File: src/rtl/dll_seq_pkg.sv
package dll_seq_pkg;

  typedef enum logic [1:0] {
    STEP_HOLD   = 2'd0,
    STEP_SETTLE = 2'd1,
    STEP_RUN    = 2'd2
  } step_e;

  typedef enum logic [2:0] {
    SQ_IDLE     = 3'd0,
    SQ_M_HOLD   = 3'd1,
    SQ_M_SETTLE = 3'd2,
    SQ_M_RUN    = 3'd3,
    SQ_L_HOLD   = 3'd4,
    SQ_L_SETTLE = 3'd5,
    SQ_L_RUN    = 3'd6
  } seq_e;

  function automatic step_e step_of(input seq_e s);
    case (s)
      SQ_M_HOLD, SQ_L_HOLD:     step_of = STEP_HOLD;
      SQ_M_SETTLE, SQ_L_SETTLE: step_of = STEP_SETTLE;
      default:                  step_of = STEP_RUN;
    endcase
  endfunction

  function automatic logic is_lane_stage(input seq_e s);
    is_lane_stage = (s == SQ_L_HOLD) || (s == SQ_L_SETTLE) || (s == SQ_L_RUN);
  endfunction

endpackage

File: src/rtl/dll_hold_timer.sv
module dll_hold_timer #(
  parameter int SHORT_TICKS = 2,
  parameter int LONG_TICKS  = 22
) (
  input  logic clk,
  input  logic rst,
  input  logic restart,
  input  logic run,
  input  logic tick,
  input  logic long_sel,
  output logic expire
);
  localparam int CNT_W = $clog2(LONG_TICKS + 1);
  localparam logic [CNT_W-1:0] SHORT_LIM = CNT_W'(SHORT_TICKS);
  localparam logic [CNT_W-1:0] LONG_LIM  = CNT_W'(LONG_TICKS);

  logic [CNT_W-1:0] cnt;
  logic [CNT_W-1:0] limit;

  assign limit  = long_sel ? LONG_LIM : SHORT_LIM;
  assign expire = run && tick && (cnt == limit - 1'b1);

  always_ff @(posedge clk) begin
    if (rst || restart) cnt <= '0;
    else if (run && tick) cnt <= cnt + 1'b1;
  end

  // Count never passes the length of the current step
  assert_count_in_window_R4: assert property (@(posedge clk) disable iff (rst)
    run |-> (cnt < limit));

endmodule

File: src/rtl/dll_seq_ctrl.sv
module dll_seq_ctrl
  import dll_seq_pkg::*;
#(
  parameter int SHORT_TICKS = 2,
  parameter int LONG_TICKS  = 22
) (
  input  logic  clk,
  input  logic  rst,
  input  logic  start,
  input  logic  tick,
  output logic  launch,
  output logic  apply,
  output logic  apply_lane,
  output step_e apply_step,
  output logic  done
);
  seq_e state, nxt;
  logic expire;
  logic finish;

  always_comb begin
    nxt    = state;
    finish = 1'b0;
    launch = 1'b0;
    if (state == SQ_IDLE) begin
      if (start) begin
        nxt    = SQ_M_HOLD;
        launch = 1'b1;
      end
    end else if (expire) begin
      case (state)
        SQ_M_HOLD:   nxt = SQ_M_SETTLE;
        SQ_M_SETTLE: nxt = SQ_M_RUN;
        SQ_M_RUN:    nxt = SQ_L_HOLD;
        SQ_L_HOLD:   nxt = SQ_L_SETTLE;
        SQ_L_SETTLE: nxt = SQ_L_RUN;
        default: begin
          nxt    = SQ_IDLE;
          finish = 1'b1;
        end
      endcase
    end
  end

  assign apply      = (nxt != state) && (nxt != SQ_IDLE);
  assign apply_lane = is_lane_stage(nxt);
  assign apply_step = step_of(nxt);

  dll_hold_timer #(
    .SHORT_TICKS(SHORT_TICKS),
    .LONG_TICKS (LONG_TICKS)
  ) u_timer (
    .clk     (clk),
    .rst     (rst),
    .restart (nxt != state),
    .run     (state != SQ_IDLE),
    .tick    (tick),
    .long_sel(step_of(state) != STEP_HOLD),
    .expire  (expire)
  );

  always_ff @(posedge clk) begin
    if (rst) begin
      state <= SQ_IDLE;
      done  <= 1'b0;
    end else begin
      state <= nxt;
      done  <= finish;
    end
  end

  // Busy and no expiry: the stage holds (extra starts and idle clocks do nothing)
  assert_stage_waits_tick_R11: assert property (@(posedge clk) disable iff (rst)
    (state != SQ_IDLE && !expire) |=> $stable(state));

  assert_done_single_R9: assert property (@(posedge clk) disable iff (rst)
    done |=> !done);

endmodule

File: src/rtl/dll_ctl_drv.sv
module dll_ctl_drv
  import dll_seq_pkg::*;
#(
  parameter int PHASE_W = 4
) (
  input  logic               clk,
  input  logic               rst,
  input  logic               launch,
  input  logic               phase_en,
  input  logic [PHASE_W-1:0] phase_in,
  input  logic               apply,
  input  step_e              step,
  output logic               dis,
  output logic               rst_n,
  output logic [PHASE_W-1:0] phase
);
  always_ff @(posedge clk) begin
    if (rst) begin
      dis   <= 1'b1;
      rst_n <= 1'b0;
      phase <= '0;
    end else begin
      if (launch) phase <= phase_en ? phase_in : '0;
      if (apply) begin
        case (step)
          STEP_HOLD:   begin dis <= 1'b1; rst_n <= 1'b0; end
          STEP_SETTLE: begin dis <= 1'b0; rst_n <= 1'b0; end
          default:     begin dis <= 1'b0; rst_n <= 1'b1; end
        endcase
      end else if (launch) begin
        dis   <= 1'b1;
        rst_n <= 1'b0;
      end
    end
  end

  // Reset is released only once the DLL was already enabled
  assert_release_after_enable_R5: assert property (@(posedge clk) disable iff (rst)
    $rose(rst_n) |-> !$past(dis));

  assert_phase_held_R2: assert property (@(posedge clk) disable iff (rst)
    !launch |=> $stable(phase));

endmodule

File: src/rtl/dll_bringup_seq.sv
module dll_bringup_seq
  import dll_seq_pkg::*;
#(
  parameter int NUM_DLL_WIDE   = 5,
  parameter int NUM_DLL_NARROW = 3,
  parameter int MST_PHASE_W    = 6,
  parameter int MST_PHASE_LSB  = 16,
  parameter int LANE_PHASE_W   = 4,
  parameter int HOLD_SHORT_US  = 2,
  parameter int HOLD_LONG_US   = 22,
  localparam int NUM_LANES     = NUM_DLL_WIDE - 1,
  localparam int NARROW_LANES  = NUM_DLL_NARROW - 1,
  localparam int WORD_W        = MST_PHASE_LSB + MST_PHASE_W
) (
  input  logic                           clk,
  input  logic                           rst,
  input  logic                           start_i,
  input  logic                           wide_bus_i,
  input  logic [WORD_W-1:0]              phase_word_i,
  input  logic                           us_tick_i,
  output logic                           mst_dis_o,
  output logic                           mst_rst_n_o,
  output logic [MST_PHASE_W-1:0]         mst_phase_o,
  output logic [NUM_LANES-1:0]           lane_dis_o,
  output logic [NUM_LANES-1:0]           lane_rst_n_o,
  output logic [NUM_LANES*LANE_PHASE_W-1:0] lane_phase_o,
  output logic                           done_o
);
  logic  launch, apply, apply_lane;
  step_e apply_step;
  logic  wide_q;

  dll_seq_ctrl #(
    .SHORT_TICKS(HOLD_SHORT_US),
    .LONG_TICKS (HOLD_LONG_US)
  ) u_ctrl (
    .clk       (clk),
    .rst       (rst),
    .start     (start_i),
    .tick      (us_tick_i),
    .launch    (launch),
    .apply     (apply),
    .apply_lane(apply_lane),
    .apply_step(apply_step),
    .done      (done_o)
  );

  always_ff @(posedge clk) begin
    if (rst) wide_q <= 1'b0;
    else if (launch) wide_q <= wide_bus_i;
  end

  dll_ctl_drv #(.PHASE_W(MST_PHASE_W)) u_mst (
    .clk     (clk),
    .rst     (rst),
    .launch  (launch),
    .phase_en(1'b1),
    .phase_in(phase_word_i[MST_PHASE_LSB +: MST_PHASE_W]),
    .apply   (apply && !apply_lane),
    .step    (apply_step),
    .dis     (mst_dis_o),
    .rst_n   (mst_rst_n_o),
    .phase   (mst_phase_o)
  );

  for (genvar i = 0; i < NUM_LANES; i++) begin : g_lane
    localparam bit ALWAYS_ON = (i < NARROW_LANES);
    logic load_en, run_en;
    assign load_en = ALWAYS_ON || wide_bus_i;
    assign run_en  = ALWAYS_ON || wide_q;

    dll_ctl_drv #(.PHASE_W(LANE_PHASE_W)) u_lane (
      .clk     (clk),
      .rst     (rst),
      .launch  (launch),
      .phase_en(load_en),
      .phase_in(phase_word_i[i*LANE_PHASE_W +: LANE_PHASE_W]),
      .apply   (apply && apply_lane && run_en),
      .step    (apply_step),
      .dis     (lane_dis_o[i]),
      .rst_n   (lane_rst_n_o[i]),
      .phase   (lane_phase_o[i*LANE_PHASE_W +: LANE_PHASE_W])
    );

    if (!ALWAYS_ON) begin : g_opt
      assert_narrow_lane_off_R7: assert property (@(posedge clk) disable iff (rst)
        !wide_q |-> (lane_dis_o[i] && !lane_rst_n_o[i]));
    end

    assert_master_first_R6: assert property (@(posedge clk) disable iff (rst)
      !lane_dis_o[i] |-> mst_rst_n_o);
  end

  assert_lanes_lockstep_R6: assert property (@(posedge clk) disable iff (rst)
    ($countones(lane_dis_o[NARROW_LANES-1:0]) == 0) ||
    ($countones(lane_dis_o[NARROW_LANES-1:0]) == NARROW_LANES));

endmodule

File: config.mk
export PLATFORM = sky130hd
export DESIGN_NAME = dll_bringup_seq
export DESIGN_NICKNAME = d
export VERILOG_FILES = /design/src/rtl/dll_seq_pkg.sv /design/src/rtl/dll_hold_timer.sv /design/src/rtl/dll_seq_ctrl.sv /design/src/rtl/dll_ctl_drv.sv /design/src/rtl/dll_bringup_seq.sv
export SDC_FILE = /design/constraint.sdc
export NUM_CORES = 1
export LEC_CHECK = 0
export BUFFER_PORTS_ARGS = -buffer_cell sky130_fd_sc_hd__buf_2
export CAP_MARGIN = 20
export CORE_AREA = 2 2 62 64
export CTS_BUF_LIST = sky130_fd_sc_hd__clkbuf_16
export DETAILED_ROUTE_END_ITERATION = 12
export DIE_AREA = 0 0 64 66
export MAX_ROUTING_LAYER = met4
export PLACE_DENSITY = 0.89
export SYNTH_ARGS = -nofsm -noshare
export SYNTH_HDL_FRONTEND = slang
export SYNTH_SLANG_ARGS = --single-unit
File: constraint.sdc
create_clock -name clk -period 3.2 [get_ports clk]
set_clock_uncertainty 0.15 [all_clocks]
set_input_delay 0.48 -clock clk [delete_from_list [all_inputs] [get_ports clk]]
set_output_delay 0.48 -clock clk [all_outputs]
set_load 0.01 [all_outputs]
======== Word-level counts from Yosys, hierarchy flattened ========
Cells that the tools add are included.
W data, S select, Z words.
word-level totals
  flip-flop bits (word level) ............. 38
  latch bits .............................. 0
  memory bits (writable) .................. 0
  memory bits (read-only) ................. 0
  bits of input ports ..................... 27
  output and inout port bits .............. 33
  word-level logic and storage cells ...... 78
  memories kept ........................... 0
cells by class
  add/subtract/negate cells ............... 2
  multipliers ............................. 0
  div/mod/pow operators ................... 0
  order comparisons ....................... 0
  equality and inequality tests ........... 13
  shifts and indexed selects .............. 0
  muxes and demuxes ....................... 22
  bitwise operators ....................... 1
  reduce and logical (&&, ||, !) cells .... 25
operators with widths
  cell                   count
  $eq A3 B3 Y1 const B   5
  $pmux W3 S5            1
  $mux W1                13
  $reduce_or A2 Y1       5
  $eq A3 B2 Y1 const B   3
  $mux W3                3
  $mux W4                2
  $pmux W2 S2            2
  $reduce_bool A2 Y1     4
  $eq A3 B1 Y1 const B   2
  $logic_and A1 B1 Y1    6
  $reduce_bool A3 Y1     2
  $add A5 B1 Y5 const B  1
  $eq A5 B5 Y1           1
  $mux W5                1
  $reduce_or A5 Y1       1
  $sub A5 B1 Y5 const B  1
  $logic_not A3 Y1       1
  $logic_or A1 B1 Y1     3
  $ne A3 B3 Y1           1
  $reduce_or A3 Y1       1
  $eq A2 B1 Y1 const B   1
  $logic_not A2 Y1       1
  $logic_not A1 Y1       1
  $not A1 Y1             1

======== Longest topological paths before layout ========
Gate-level depths: netlist (run 1).
  depth after elaboration ................. 17
  mapped depth ............................ 8
  mapped depth without buffers ............ 7

======== Hierarchy ========
Synthesis (run 1) repeated with hierarchy kept, for this count alone.
second synthesis, totals
  cell total of the unflattened synthesis .. 214
  area, all modules ....................... 1899.3 um2
by module, submodules not included
  module                               times used  cells an instance  area each (um2)  seq. area each (um2)
  dll_ctl_drv at g_lane[0].u_lane ...  4           25                 232.7            120.1
  dll_seq_ctrl                         1           43                 339.1            80.1
  dll_ctl_drv at u_mst                 1           34                 302.8            160.2
  dll_hold_timer                       1           30                 270.3            100.1
  dll_bringup_seq                      1           7                  56.3             20.0

======== Worst setup path after synthesis (run 1) ========
Ideal clock, no wire load.
  path kind ............................... register -> register
  start ................................... register u_ctrl.state[1]
  end ..................................... register u_mst.dis
  setup time .............................. 0.120 ns
  arrival time ............................ 1.423 ns
  data required time ...................... 2.930 ns
  setup slack ............................. 1.507 ns
  cell stages (with the launch flop) ...... 8
  buffers on the path ..................... 2
  clock period less this slack ............ 1.693 ns
  path through ............................ dfxtp_1 -> buf_2 -> or3_1 -> o22ai_1 -> and2_1 -> buf_6 -> nand2_1 -> a211o_1
on the way
  cells in the longest elaborated chain, start to end .. 16
  elaborated cells on any way between the ends .. 40
  those cells by class .................... 1 x add/sub; 12 x eq/ne; 10 x mux; 17 x reduce/logical
RTL lines
  item                                                           RTL line                                  RTL
  from (decl)                                                    dll_seq_ctrl.sv:17                        seq_e state, nxt;
  from (signal assigned)                                         dll_seq_ctrl.sv:67                        state <= nxt;
  $eq A3 B2 Y1 (tied with other cells)                           dll_seq_pkg.sv:20, dll_seq_ctrl.sv:31
  $reduce_or A2 Y1                                               dll_seq_pkg.sv:20                         case (s)
  $pmux W2 S2                                                    dll_seq_pkg.sv:20
  $reduce_bool A2 Y1                                             dll_seq_ctrl.sv:58                        .long_sel(step_of(state) != STEP_HOLD),
  $mux W5                                                        dll_hold_timer.sv:20                      assign limit = long_sel ? LONG_LIM : SHORT_LIM;
  $sub A5 B1 Y5                                                  dll_hold_timer.sv:21                      assign expire = run && tick && (cnt == limit - 1'b1);
  $eq A5 B5 Y1                                                   dll_hold_timer.sv:21
  $logic_and A1 B1 Y1                                            dll_hold_timer.sv:21
  $mux W3                                                        dll_seq_ctrl.sv:30                        end else if (expire) begin
  $mux W3                                                        dll_seq_ctrl.sv:25                        if (state == SQ_IDLE) begin
  $eq A3 B2 Y1 (tied with other cells)                           dll_seq_pkg.sv:20
  $reduce_or A2 Y1 / $logic_or A1 B1 Y1 (equally long branches)  dll_seq_pkg.sv:20, dll_seq_pkg.sv:28
  $pmux W2 S2 / $logic_or A1 B1 Y1 (equally long branches)       dll_seq_pkg.sv:20, dll_seq_pkg.sv:28
  $logic_not A2 Y1 / $logic_not A1 Y1 (equally long branches)    dll_ctl_drv.sv:25, dll_bringup_seq.sv:59
  $mux W1 / $logic_and A1 B1 Y1 (equally long branches)          dll_ctl_drv.sv:25, dll_bringup_seq.sv:59
  $mux W1 / $reduce_bool A2 Y1 (equally long branches)           -
  to (signal assigned)                                           dll_ctl_drv.sv:26                         STEP_HOLD: begin dis <= 1'b1; rst_n <= 1'b0; end
  to (signal assigned)                                           dll_ctl_drv.sv:27                         STEP_SETTLE: begin dis <= 1'b0; rst_n <= 1'b0; end
  to (signal assigned)                                           dll_ctl_drv.sv:28                         default: begin dis <= 1'b0; rst_n <= 1'b1; end
  to (decl)                                                      dll_ctl_drv.sv:13                         output logic dis,
Several ways; a longest one is shown, not always the timed one.
A chain may end at the register's enable or synchronous reset.

======== Final worst setup path (run 1) ========
  start ................................... register u_ctrl.state[1]
  end ..................................... register g_lane[2].u_lane.rst_n
on the way
  cells in the longest elaborated chain, start to end .. 17
  elaborated cells on any way between the ends .. 42
  those cells by class .................... 1 x add/sub; 13 x eq/ne; 10 x mux; 18 x reduce/logical
RTL lines
  item                                                     RTL line                               RTL
  $eq A3 B2 Y1 (tied with other cells)                     dll_seq_pkg.sv:20, dll_seq_ctrl.sv:31
  $reduce_or A2 Y1                                         dll_seq_pkg.sv:20
  $pmux W2 S2                                              dll_seq_pkg.sv:20
  $reduce_bool A2 Y1                                       dll_seq_ctrl.sv:58
  $mux W5                                                  dll_hold_timer.sv:20
  $sub A5 B1 Y5                                            dll_hold_timer.sv:21
  $eq A5 B5 Y1                                             dll_hold_timer.sv:21
  $logic_and A1 B1 Y1                                      dll_hold_timer.sv:21
  $mux W3                                                  dll_seq_ctrl.sv:30
  $mux W3                                                  dll_seq_ctrl.sv:25
  $eq A3 B2 Y1 (tied with other cells)                     dll_seq_pkg.sv:20
  $reduce_or A2 Y1                                         dll_seq_pkg.sv:20
  $pmux W2 S2                                              dll_seq_pkg.sv:20
  $eq A2 B1 Y1 / $logic_not A2 Y1 (equally long branches)  dll_ctl_drv.sv:25                      case (step)
  $reduce_or A2 Y1 (no source line)                        -
  $mux W1                                                  dll_ctl_drv.sv:25
  $mux W1                                                  dll_ctl_drv.sv:24                      if (apply) begin
  to (signal assigned)                                     dll_ctl_drv.sv:26
  to (signal assigned)                                     dll_ctl_drv.sv:27
  to (signal assigned)                                     dll_ctl_drv.sv:28
  to (decl)                                                dll_ctl_drv.sv:14                      output logic rst_n,
Several ways; a longest one is shown, not always the timed one.

==> out/qor.txt, run 1 <==
Layout Cells excl Fill - 304
Longest Clk Path Bufs - 2
Cell variety after synth - 37
Final Max Tran Viols - 0
Area fraction in compound gates after synthesis - 0.168
Number of diodes - 0
Storage element area - 761 µm²
Placer Congestion - 0.790
Routed via count - 1601
Max-cap violations - 0
Initial antenna violation count - 0
Async SR Flop Fraction - 0
Hold Fails Final Rpt - 0
VDD IR max - 0.321 mV
Status - completed
Slowest CP cell - nand2_1
R2R setup slack - 1.00 ns
Synth top cells by count - nand2_1, dfxtp_1, a21oi_1
Synth top area cells - dfxtp_1, nand2_1, a21oi_1, buf_4, nand3_1
R2r worst-path depth - 5
Share of post-route cells with drive strength above 1 - 0.273
Buf+Inv Stages, Crit Path - 0
Die footprint - 0.00422 mm²
CP arrival - 2.18 ns
Clock slew seen by the registers of the worst setup and hold paths - 0.06 ns
Placed insts - 296
Fmax - 456 MHz
Area growth syn-to-layout - 20.3%
Crit Path Class - reg -> reg
DR iter-0 viols - 83
Post-Syn Nets - 242
Synth Instances - 213
Vias in the first global route - 1377
DR vias/cell - 5.27
CTS Root Cell - clkbuf_16
WL per Instance - 12.5 µm
Die width - 64 µm
FP Rows - 22
Most used flip-flop cell after synthesis - dfxtp_1
Hold Path Depth - 3
CP Cell Sequence - nor3_1 -> nand2_1 -> nand2_1 -> a21o_1 -> a21oi_1
Sum of negative setup slack - 0 ns
Post-synthesis adder-cell area fraction - 0.0146
Area leader, netlist - dfxtp_1
CP top delay family - simple AND/OR/NAND/NOR gates
Hold Path Class - in -> reg
Yosys top cell area share - 0.444
Filler Cells Inserted - 309
CP Launch Type - flop
Nets - 284
Synth Area in Simple Gates - 0.242
Antenna Nets Post-Route - 0
Remaining routing DRC violations - 0
CP required - 3.18 ns
Sequential area share after synthesis - 0.444
RR Startpoint - u_ctrl.state[1]
CP endpoint kind - flop
Crit-path max cell delay - 0.57 ns
Inserted Clock Buffers - 5
Seq cells post-synth - 38
Unrepaired setup endpoints after global routing - false
CORE AREA - 0.00355 mm²
First-pass GRT wire length - 6.09 mm
Largest net degree at the start of global routing - 34
PD cells - 524 mW/mm²
Htree depth - 2
Clock Sinks - 38
Period minus WS final - 2.20 ns
Static leakage - 0.859 nW
TritonCTS clock tree - yes
Most common cell in the synthesized netlist - nand2_1
Least-Margin Pin Slew - 0.776 ns
Post-Syn Area - 0.00171 mm²
WL final - 3.81 mm
Reg-to-Reg End - g_lane[2].u_lane.rst_n
Period utilization - 0.686
Syn Area/Cell - 8.04 µm²
Mux share of post-synthesis cell area - 0
CTS resizes - 0
GRT Overall Usage - 0.192
Multi-input combinational cell area - 779 µm²
Critical path peak fanout - 25
Hold Path Origin - phase_word_i[7]
I/O pin cnt - 60
Relative slew margins - 0.482
Post-CTS setup repair buffer count - 0
IO buf count - 59
DP Wirelength - 2.49 mm
Grt total ovfl - 0
Router iterations before antenna repair - 4
Die height - 66 µm
Post-synth EDFFs - 0
Worst hold slack - 0.285 ns
Min-Delay Endpoint - g_lane[1].u_lane.phase[3]
XOR/XNOR share of the synthesized area - 0.0307
Initial core utilization - 0.482
Clk_lat worst skew - 0.28 ns
CP most frequent cell - nand2_1
Setup violators final - 0
Main combinational cell family by area after synthesis - simple AND/OR/NAND/NOR gates
# hold bufs at CTS - 0
Yosys warnings - 0
[metal layers]
metal	vias to the layer above	share of wire	GRT usage
met2	69	0.48	0.309
met3	11	0.067	0.0375
met1	727	0.42	0.222
li1	794	-	-
met4	0	0.034	0.117
met5	-	0	-
[sequential cells by signal, summed over array words and instances (netlist names)]
name and cells:
u_ctrl.done 1, u_ctrl.state 3, g_lane.u_lane.phase 16, u_mst.rst_n 1
g_lane.u_lane.dis 2, u_mst.dis 1, g_lane.run_en 1, u_ctrl.u_timer.cnt 5
g_lane.u_lane.rst_n 2, u_mst.phase 6
[cell usage in the layout, fill, tap and decap left out, types with 2 or more instances in the layout]
master     instances
xnor2_1            3
o21ai_0            3
nor4_1             2
ha_1               2
clkbuf_16          5
nand3_1           10
nor2b_1            2
a21o_1             2
nand4_1            3
xor2_1             3
nand2_1           48
a211o_1            2
and2_1             2
dfxtp_1           38
buf_2             59
or3_1              2
o211ai_1           2
nor3_1             5
nor2_1            10
a21oi_1           31
inv_1              4
[worst max path at each step]
stage                          startpoint                      to  slack (ns)  cells past startpoint
after floorplan           u_ctrl.state[1]               u_mst.dis        1.51                      7
after global placement    u_ctrl.state[1]  g_lane[2].u_lane.rst_n        1.19                      5
after detailed placement  u_ctrl.state[1]  g_lane[0].u_lane.rst_n        1.11                      4
after CTS                 u_ctrl.state[1]  g_lane[2].u_lane.rst_n        1.03                      5
after global routing      u_ctrl.state[1]  g_lane[2].u_lane.rst_n        0.83                      5
final                     u_ctrl.state[1]  g_lane[2].u_lane.rst_n        1.00                      5
[final cells by class]
type / instances / share of cell area
clock inverters: 3 / 0.00790
repair buffers: 60 / 0.147
inverters: 4 / 0.00729
clock buffers: 5 / 0.0608
multi-input cells: 146 / 0.378
well taps: 48 / 0.0292
flip-flops and latches: 38 / 0.369
[logic make-up after synthesis]
logic type,Yosys count
adders and majority gates,2
buffers and inverters,29
DFF,38
AOI/OAI and AO/OA,48
and+or+nand+nor,90
xor gates and xnor gates,6
[per-stage QoR]
step / instance area (µm²) / setup WS (ns) / utilization / total power [mW]
CTS: 2060 / 1.03 / 0.580 / 1.08
global route: 2060 / 0.828 / 0.580 / 1.11
finish: 2060 / 1.00 / 0.580 / 1.08
global placement: 1920 / 1.19 / 0.540 / 0.607
detailed placement: 1920 / 1.11 / 0.540 / 0.610
floorplan: 1710 / 1.51 / - / 0.574
[power breakdown]
part / internal, mW / leakage (nW) / switching, mW / total [mW]
clock network: 0.284 / 0.0672 / 0.194 / 0.478
registers: 0.490 / 0.310 / 0.0126 / 0.503
logic: 0.0400 / 0.482 / 0.0589 / 0.0989
total: 0.814 / 0.859 / 0.265 / 1.08
[tightest hold or removal path: stages]
cell     delay [ns]
buf_2          0.09
nand2_1        0.05
a21oi_1        0.05
(Power assumes the default switching activity.)
==> run 2, diff against run 1 <==
--- a/config.mk
+++ b/config.mk
@@ -7,12 +7,12 @@
 export LEC_CHECK = 0
 export BUFFER_PORTS_ARGS = -buffer_cell sky130_fd_sc_hd__buf_2
 export CAP_MARGIN = 20
-export CORE_AREA = 2 2 62 64
+export CORE_AREA = 2 2 66 68
 export CTS_BUF_LIST = sky130_fd_sc_hd__clkbuf_16
 export DETAILED_ROUTE_END_ITERATION = 12
-export DIE_AREA = 0 0 64 66
+export DIE_AREA = 0 0 68 70
 export MAX_ROUTING_LAYER = met4
-export PLACE_DENSITY = 0.89
+export PLACE_DENSITY = 0.83
 export SYNTH_ARGS = -nofsm -noshare
 export SYNTH_HDL_FRONTEND = slang
 export SYNTH_SLANG_ARGS = --single-unit
==> constraint.sdc (replaced) <==
create_clock -name clk -period 1.8 [get_ports clk]
set_clock_uncertainty 0.15 [all_clocks]
set_input_delay 0.27 -clock clk [delete_from_list [all_inputs] [get_ports clk]]
set_output_delay 0.27 -clock clk [all_outputs]
set_load 0.01 [all_outputs]
==> run 2 against run 1 <==
  * First-iteration DRC count is 34% higher
  * Final area is 7.3% higher
  * Via count is 1.6% higher
  * Sequential power is 77% higher
  * Die area is 13% higher
  * Register-to-register slack worse by 0.93 ns
  * Combinational power is 110% higher
  * Total power is 77% higher
  * Non-clock buffer count is 15 higher
  * Clock power is 71% higher
  * Cell count is 5.9% higher
  * Global-route usage is 0.82 points lower
  * Critical path type unchanged
  * Critical endpoint is now g_lane[2].u_lane.dis
==> out/qor.txt, run 2 (same netlist as run 1, synthesis figures left out) <==
Status - completed (unchanged)
GRT Overall Usage - 0.184 (was 0.192)
Setup slack after layout - 0.0790 ns (was 1.00 ns)
Static leakage - 0.952 nW (was 0.859 nW)
CP Launch Type - flop (unchanged)
Largest net degree at the start of global routing - 26 (was 34)
Number of diodes - 0 (unchanged)
CP top delay family - compound AO/OA/AOI/OAI gates (was simple AND/OR/NAND/NOR gates)
TritonCTS clock tree - yes (unchanged)
Vias in the first global route - 1520 (was 1377)
WL per Instance - 12.7 µm (was 12.5 µm)
First-pass GRT wire length - 6.69 mm (was 6.09 mm)
I/O pin cnt - 60 (unchanged)
Final Max Tran Viols - 0 (unchanged)
Clk_lat worst skew - 0.28 ns (about the same)
Commonest cells after routing, fill and taps aside - buf_2, nand2_1, dfxtp_1, a21oi_1, buf_4 (was buf_2, nand2_1, dfxtp_1, a21oi_1)
FP Rows - 24 (was 22)
Die height - 70 µm (was 66 µm)
Max FFs per register - 16 (unchanged)
WL final - 4.09 mm (was 3.81 mm)
DR iter-0 viols - 111 (was 83)
CP arrival - 1.75 ns (was 2.18 ns)
Critical path peak fanout - 9 (was 25)
Buf+Inv Stages, Crit Path - 1 (was 0)
DR vias/cell - 5.05 (was 5.27)
Fmax - 581 MHz (was 456 MHz)
CP required - 1.82 ns (was 3.18 ns)
Routed via count - 1627 (was 1601)
Met3 wire length - 129 µm (was 255 µm)
DP Wirelength - 2.83 mm (was 2.49 mm)
Remaining routing DRC violations - 0 (unchanged)
CTS Root Cell - clkbuf_16 (unchanged)
Tot Pwr - 1.91 mW (was 1.08 mW)
Uppermost layer routed - met4 (unchanged)
Longest Clk Path Bufs - 2 (unchanged)
Initial core utilization - 0.413 (was 0.482)
PD cells - 865 mW/mm² (was 524 mW/mm²)
Router iterations before antenna repair - 4 (unchanged)
Max-cap violations - 0 (unchanged)
Period utilization - 0.956 (was 0.686)
Most common cell after layout, fill and taps aside - buf_2 (unchanged)
Share of post-route cells with drive strength above 1 - 0.333 (was 0.273)
Inserted Clock Buffers - 5 (unchanged)
Largest regs - g_lane.u_lane.phase: 16 flops, u_mst.phase: 6 flops, u_ctrl.u_timer.cnt: 5 flops (unchanged)
IO buf count - 59 (unchanged)
Initial antenna violation count - 0 (unchanged)
Placed insts - 315 (was 296)
Place WS - -0.0309 ns (was 1.11 ns)
Fin util - 0.533 (was 0.580)
CP Cell Sequence - buf_4 -> xnor2_1 -> a2bb2oi_2 -> nor2_1 -> a211o_1 -> a21o_1 (was nor3_1 -> nand2_1 -> nand2_1 -> a21o_1 -> a21oi_1)
Design area - 0.00221 mm² (was 0.00206 mm²)
Nets - 299 (was 284)
Hold Fails Final Rpt - 0 (unchanged)
Htree depth - 2 (unchanged)
DP Area - 0.00206 mm² (was 0.00192 mm²)
Crit-path max cell delay - 0.40 ns (was 0.57 ns)
Layout Cells excl Fill - 322 (was 304)
Worst hold slack - 0.0792 ns (was 0.285 ns)
Die footprint - 0.00476 mm² (was 0.00422 mm²)
Die width - 68 µm (was 64 µm)
Sum of negative setup slack - 0 ns (unchanged)
Hold Path Class - in -> reg (unchanged)
Biggest register - g_lane.u_lane.phase (unchanged)
Least-Margin Pin Slew - 0.306 ns (was 0.776 ns)
CORE AREA - 0.00414 mm² (was 0.00355 mm²)
Clock Sinks - 38 (unchanged)
Antenna Nets Post-Route - 0 (unchanged)
Post-CTS setup repair buffer count - 0 (unchanged)
Crit Path Class - reg -> reg (unchanged)
Clock slew seen by the registers of the worst setup and hold paths - 0.06 ns (about the same)
Period minus WS final - 1.72 ns (was 2.20 ns)
VDD IR max - 0.477 mV (was 0.321 mV)
Placer Congestion - 0.822 (was 0.790)
Met1 Wirelength - 1.81 mm (was 1.61 mm)
Slowest CP cell - dfxtp_2 (was nand2_1)
Grt total ovfl - 0 (unchanged)
Area growth syn-to-layout - 29.1% (was 20.3%)
Met2 wire len - 2.10 mm (was 1.81 mm)
Setup violators final - 0 (unchanged)
Relative slew margins - 0.794 (was 0.482)
CP endpoint kind - flop (unchanged)
==> run 2: cell types whose count changed in the layout (fill, tap and decap cells not counted) <==
cell	change
clkinvlp_4	-1
a2bb2oi_1	-1
clkinv_2	+1
a2bb2oi_2	+1
clkinv_1	-1
and2_4	+1
nor2b_2	+1
nor2b_1	-1
and2_1	-1
dfxtp_2	+2
dfxtp_1	-2
buf_12	+2
buf_4	+13
==> run 2: worst paths after layout <==
path	startpoint	to	slack (ns)	depth (start not counted)
worst max-delay path	u_ctrl.state[2]	g_lane[2].u_lane.dis	0.08	6
worst min-delay path	phase_word_i[16]	u_mst.phase[0]	0.08	3
worst max register to register	u_ctrl.state[2]	g_lane[2].u_lane.dis	0.08	6
worst min register to register	g_lane[2].u_lane.phase[1]	g_lane[2].u_lane.phase[1]	0.30	2
==> run 2: worst register-to-register path, delay by kind of cell, from the launching register on <==
kind | cells | cell delay [ns]
flip-flops | 1 | 0.40
AO/OA/AOI/OAI | 3 | 0.64
XOR/XNOR | 1 | 0.15
AND/OR/NAND/NOR | 1 | 0.08
buffers and inverters | 1 | 0.20
==> run 2: where the power goes <==
| group | switching (mW) | internal, mW |
|---|---|---|
| logic | 0.114 | 0.0918 |
| registers | 0.0178 | 0.872 |
| clock network | 0.317 | 0.499 |
| total | 0.448 | 1.46 |
==> run 2: what timing repair did <==
item,in CTS,in global routing
hold buffers,0,0
setup endpoints to repair,2,12
gates resized for setup,1,5
==> run 2: layout make-up <==
cell class | count | area [µm²]
Multi-Input combinational cell | 146 | 791
Clock inverter | 2 | 10.0
Timing Repair Buffer | 75 | 440
Fill cell | 390 | 1930
Inverter | 4 | 15.0
Clock buffer | 5 | 125
Tap cell | 52 | 65.1
Sequential cell | 38 | 763
==> run 2: metal layers <==
| layer | vias up | global-route usage |
|---|---|---|
| met5 | - | - |
| met4 | 0 | 0.0622 |
| met3 | 5 | 0.0370 |
| met2 | 35 | 0.312 |
| met1 | 763 | 0.211 |
| li1 | 824 | - |
==> run 3, diff against run 2 <==
--- a/config.mk
+++ b/config.mk
@@ -5,6 +5,7 @@
 export SDC_FILE = /design/constraint.sdc
 export NUM_CORES = 1
 export LEC_CHECK = 0
+export ABC_AREA = 1
 export BUFFER_PORTS_ARGS = -buffer_cell sky130_fd_sc_hd__buf_2
 export CAP_MARGIN = 20
 export CORE_AREA = 2 2 66 68
@@ -12,7 +13,7 @@
 export DETAILED_ROUTE_END_ITERATION = 12
 export DIE_AREA = 0 0 68 70
 export MAX_ROUTING_LAYER = met4
-export PLACE_DENSITY = 0.83
+export PLACE_DENSITY = 0.84
 export SYNTH_ARGS = -nofsm -noshare
 export SYNTH_HDL_FRONTEND = slang
 export SYNTH_SLANG_ARGS = --single-unit
==> run 3 against run 2 <==
  * The run now ends with negative setup slack left
  * Combinational power is 24% higher
  * Maximum frequency down 6.6%
  * Utilization rose by 5.7 points
  * Register-to-register slack lost 0.12 ns
  * Hold slack better by 0.0037 ns
  * Sequential cell count stayed put
  * Clock power is 36% higher
  * Cell count grew 9.6%
  * Non-clock buffer count grew 3
  * Die area unchanged
  * Critical endpoint is now g_lane[0].u_lane.dis
  * Largest cell class unchanged
==> out/qor.txt, run 3 <==
Setup violators final - 6 (was 0)
Yosys warnings - 0 (unchanged)
Biggest register - g_lane.u_lane.phase (unchanged)
Most common cell in the synthesized netlist - nand2_1 (unchanged)
DR vias/cell - 4.92 (was 5.05)
Relative slew margins - 0.778 (was 0.794)
Grt total ovfl - 0 (unchanged)
DP Wirelength - 2.80 mm (was 2.83 mm)
Clock slew seen by the registers of the worst setup and hold paths - 0.06 ns (about the same)
Area growth syn-to-layout - 42.3% (was 29.1%)
Worst hold slack - 0.0829 ns (was 0.0792 ns)
Final Max Tran Viols - 0 (unchanged)
Synth Instances - 232 (was 213)
Vias in the first global route - 1592 (was 1520)
VDD IR max - 0.570 mV (was 0.477 mV)
Commonest cells after routing, fill and taps aside - buf_2, nand2_1, dfxtp_1, a21oi_1, nand3_1 (was buf_2, nand2_1, dfxtp_1, a21oi_1, buf_4)
Max-cap violations - 0 (unchanged)
Htree depth - 2 (unchanged)
Most used flip-flop cell after synthesis - dfxtp_1 (unchanged)
Routed via count - 1736 (was 1627)
DR iter-0 viols - 131 (was 111)
Critical path peak fanout - 5 (was 9)
PD cells - 924 mW/mm² (was 865 mW/mm²)
Remaining routing DRC violations - 0 (unchanged)
Number of diodes - 0 (unchanged)
Placer Congestion - 0.938 (was 0.822)
CORE AREA - 0.00414 mm² (unchanged)
CP Launch Type - flop (unchanged)
Max FFs per register - 16 (unchanged)
Period minus WS final - 1.84 ns (was 1.72 ns)
Least-Margin Pin Slew - 0.324 ns (was 0.306 ns)
Setup slack after layout - -0.0432 ns (was 0.0790 ns)
Initial antenna violation count - 0 (unchanged)
Largest regs - g_lane.u_lane.phase: 16 flops, u_mst.phase: 6 flops, u_ctrl.u_timer.cnt: 5 flops (unchanged)
Share of post-route cells with drive strength above 1 - 0.429 (was 0.333)
Router iterations before antenna repair - 5 (was 4)
CTS Root Cell - clkbuf_16 (unchanged)
Failing checks - negative setup slack
Clock Sinks - 38 (unchanged)
Static leakage - 1.11 nW (was 0.952 nW)
Nets - 329 (was 299)
Synth top area cells - dfxtp_1, nand2_1, a21oi_1, nand3_1, buf_4 (was dfxtp_1, nand2_1, a21oi_1, buf_4, nand3_1)
Sum of negative setup slack - -0.163 ns (was 0 ns)
Sequential area share after synthesis - 0.443 (was 0.444)
First-pass GRT wire length - 6.94 mm (was 6.69 mm)
Die height - 70 µm (unchanged)
Area leader, netlist - dfxtp_1 (unchanged)
CP endpoint kind - flop (unchanged)
Unrepaired setup endpoints after global routing - true
Post-Syn Nets - 261 (was 242)
Clk_lat worst skew - 0.28 ns (about the same)
Seq cells post-synth - 38 (unchanged)
Synth top cells by count - nand2_1, dfxtp_1, a21oi_1 (unchanged)
Post-synth EDFFs - 0 (unchanged)
Hold Path Class - in -> reg (unchanged)
Die width - 68 µm (unchanged)
Antenna Nets Post-Route - 0 (unchanged)
TritonCTS clock tree - yes (unchanged)
Crit Path Class - reg -> reg (unchanged)
Largest net degree at the start of global routing - 17 (was 26)
IO buf count - 59 (unchanged)
Yosys top cell area share - 0.443 (was 0.444)
FP Rows - 24 (unchanged)
Die footprint - 0.00476 mm² (unchanged)
Fmax - 543 MHz (was 581 MHz)
Status - complete, but fails checks (was completed)
Hold Fails Final Rpt - 0 (unchanged)
WL per Instance - 12.1 µm (was 12.7 µm)
CP required - 1.82 ns (about the same)
Initial core utilization - 0.415 (was 0.413)
Longest Clk Path Bufs - 2 (unchanged)
WL final - 4.29 mm (was 4.09 mm)
Design area - 0.00244 mm² (was 0.00221 mm²)
CP arrival - 1.86 ns (was 1.75 ns)
Inserted Clock Buffers - 5 (unchanged)
Async SR Flop Fraction - 0 (unchanged)
Syn Area/Cell - 7.40 µm² (was 8.04 µm²)
Period utilization - 1.02 (was 0.956)
Cell variety after synth - 27 (was 37)
Filler Cells Inserted - 367 (was 390)
Post-Syn Area - 0.00172 mm² (was 0.00171 mm²)
DP Area - 0.00208 mm² (was 0.00206 mm²)
I/O pin cnt - 60 (unchanged)
GRT Overall Usage - 0.194 (was 0.184)
Most common cell after layout, fill and taps aside - buf_2 (unchanged)
run 3: critical path: stages, from the launching register on:
cell and delay [ns]:
dfxtp_4 0.36, inv_2 0.07, nand3_2 0.10, nand2_4 0.06
nor2_4 0.22, nand2_4 0.11, o21ai_4 0.25, inv_4 0.10
nand3_2 0.09, nand3_1 0.08, o21ai_1 0.09, nand2_1 0.06
run 3: cell families after synthesis:
group                      count (synthesis)  synth area share
DFF                                       38             0.443
adders and majority gates                  2            0.0146
AOI/OAI and AO/OA                         37             0.119
xor gates and xnor gates                   2            0.0102
buffers and inverters                     36            0.0983
and+or+nand+nor                          117             0.315
run 3: layer usage:
metal  GRT usage  up-vias  part of all wire
met5           -        -                 0
met4      0.0800        0             0.021
met3      0.0515        7             0.066
met2       0.291       71              0.49
met1       0.244      782              0.42
li1            -      876                 -
run 3: layout make-up:
type                    instances  area [µm²]  share of cell area
flip-flops and latches         38         771               0.315
clock inverters                 3        63.8              0.0261
repair buffers                 78         442               0.181
clock buffers                   5         125              0.0512
inverters                      19        81.3              0.0333
multi-input cells             158         897               0.367
well taps                      52        65.1              0.0266
run 3: metrics by stage:
stage | util | cells | power [mW] | setup slack, ns
after floorplan | - | 232 | 1.04 | 0.147
after global placement | 0.502 | 339 | 1.13 | 0.0426
after detailed placement | 0.502 | 339 | 1.14 | -0.0310
after CTS | 0.547 | 347 | 2.26 | 0.00683
after global routing | 0.590 | 353 | 2.35 | -0.116
final | 0.590 | 353 | 2.26 | -0.0432
run 3: repair_timing:
item,CTS,global route
buffers inserted,0,6
pin swaps,0,8
gates resized for setup,1,35
setup endpoints to repair,5,11
gates cloned,0,0
hold buffers,0,0
run 3: path summary, 6_finish.rpt:
check                                 start                         to  slack [ns]  cells after the start
setup / recovery            u_ctrl.state[0]       g_lane[0].u_lane.dis       -0.04                     11
setup reg to reg            u_ctrl.state[0]       g_lane[0].u_lane.dis       -0.04                     11
hold / removal             phase_word_i[21]             u_mst.phase[5]        0.08                      3
hold reg to reg   g_lane[0].u_lane.phase[3]  g_lane[0].u_lane.phase[3]        0.31                      2
run 3: power by group:
part           internal [mW]  total (mW)  switching (mW)
registers              0.872       0.889          0.0165
logic                  0.104       0.255           0.152
clock network          0.788        1.11           0.326
total                   1.76        2.26           0.494
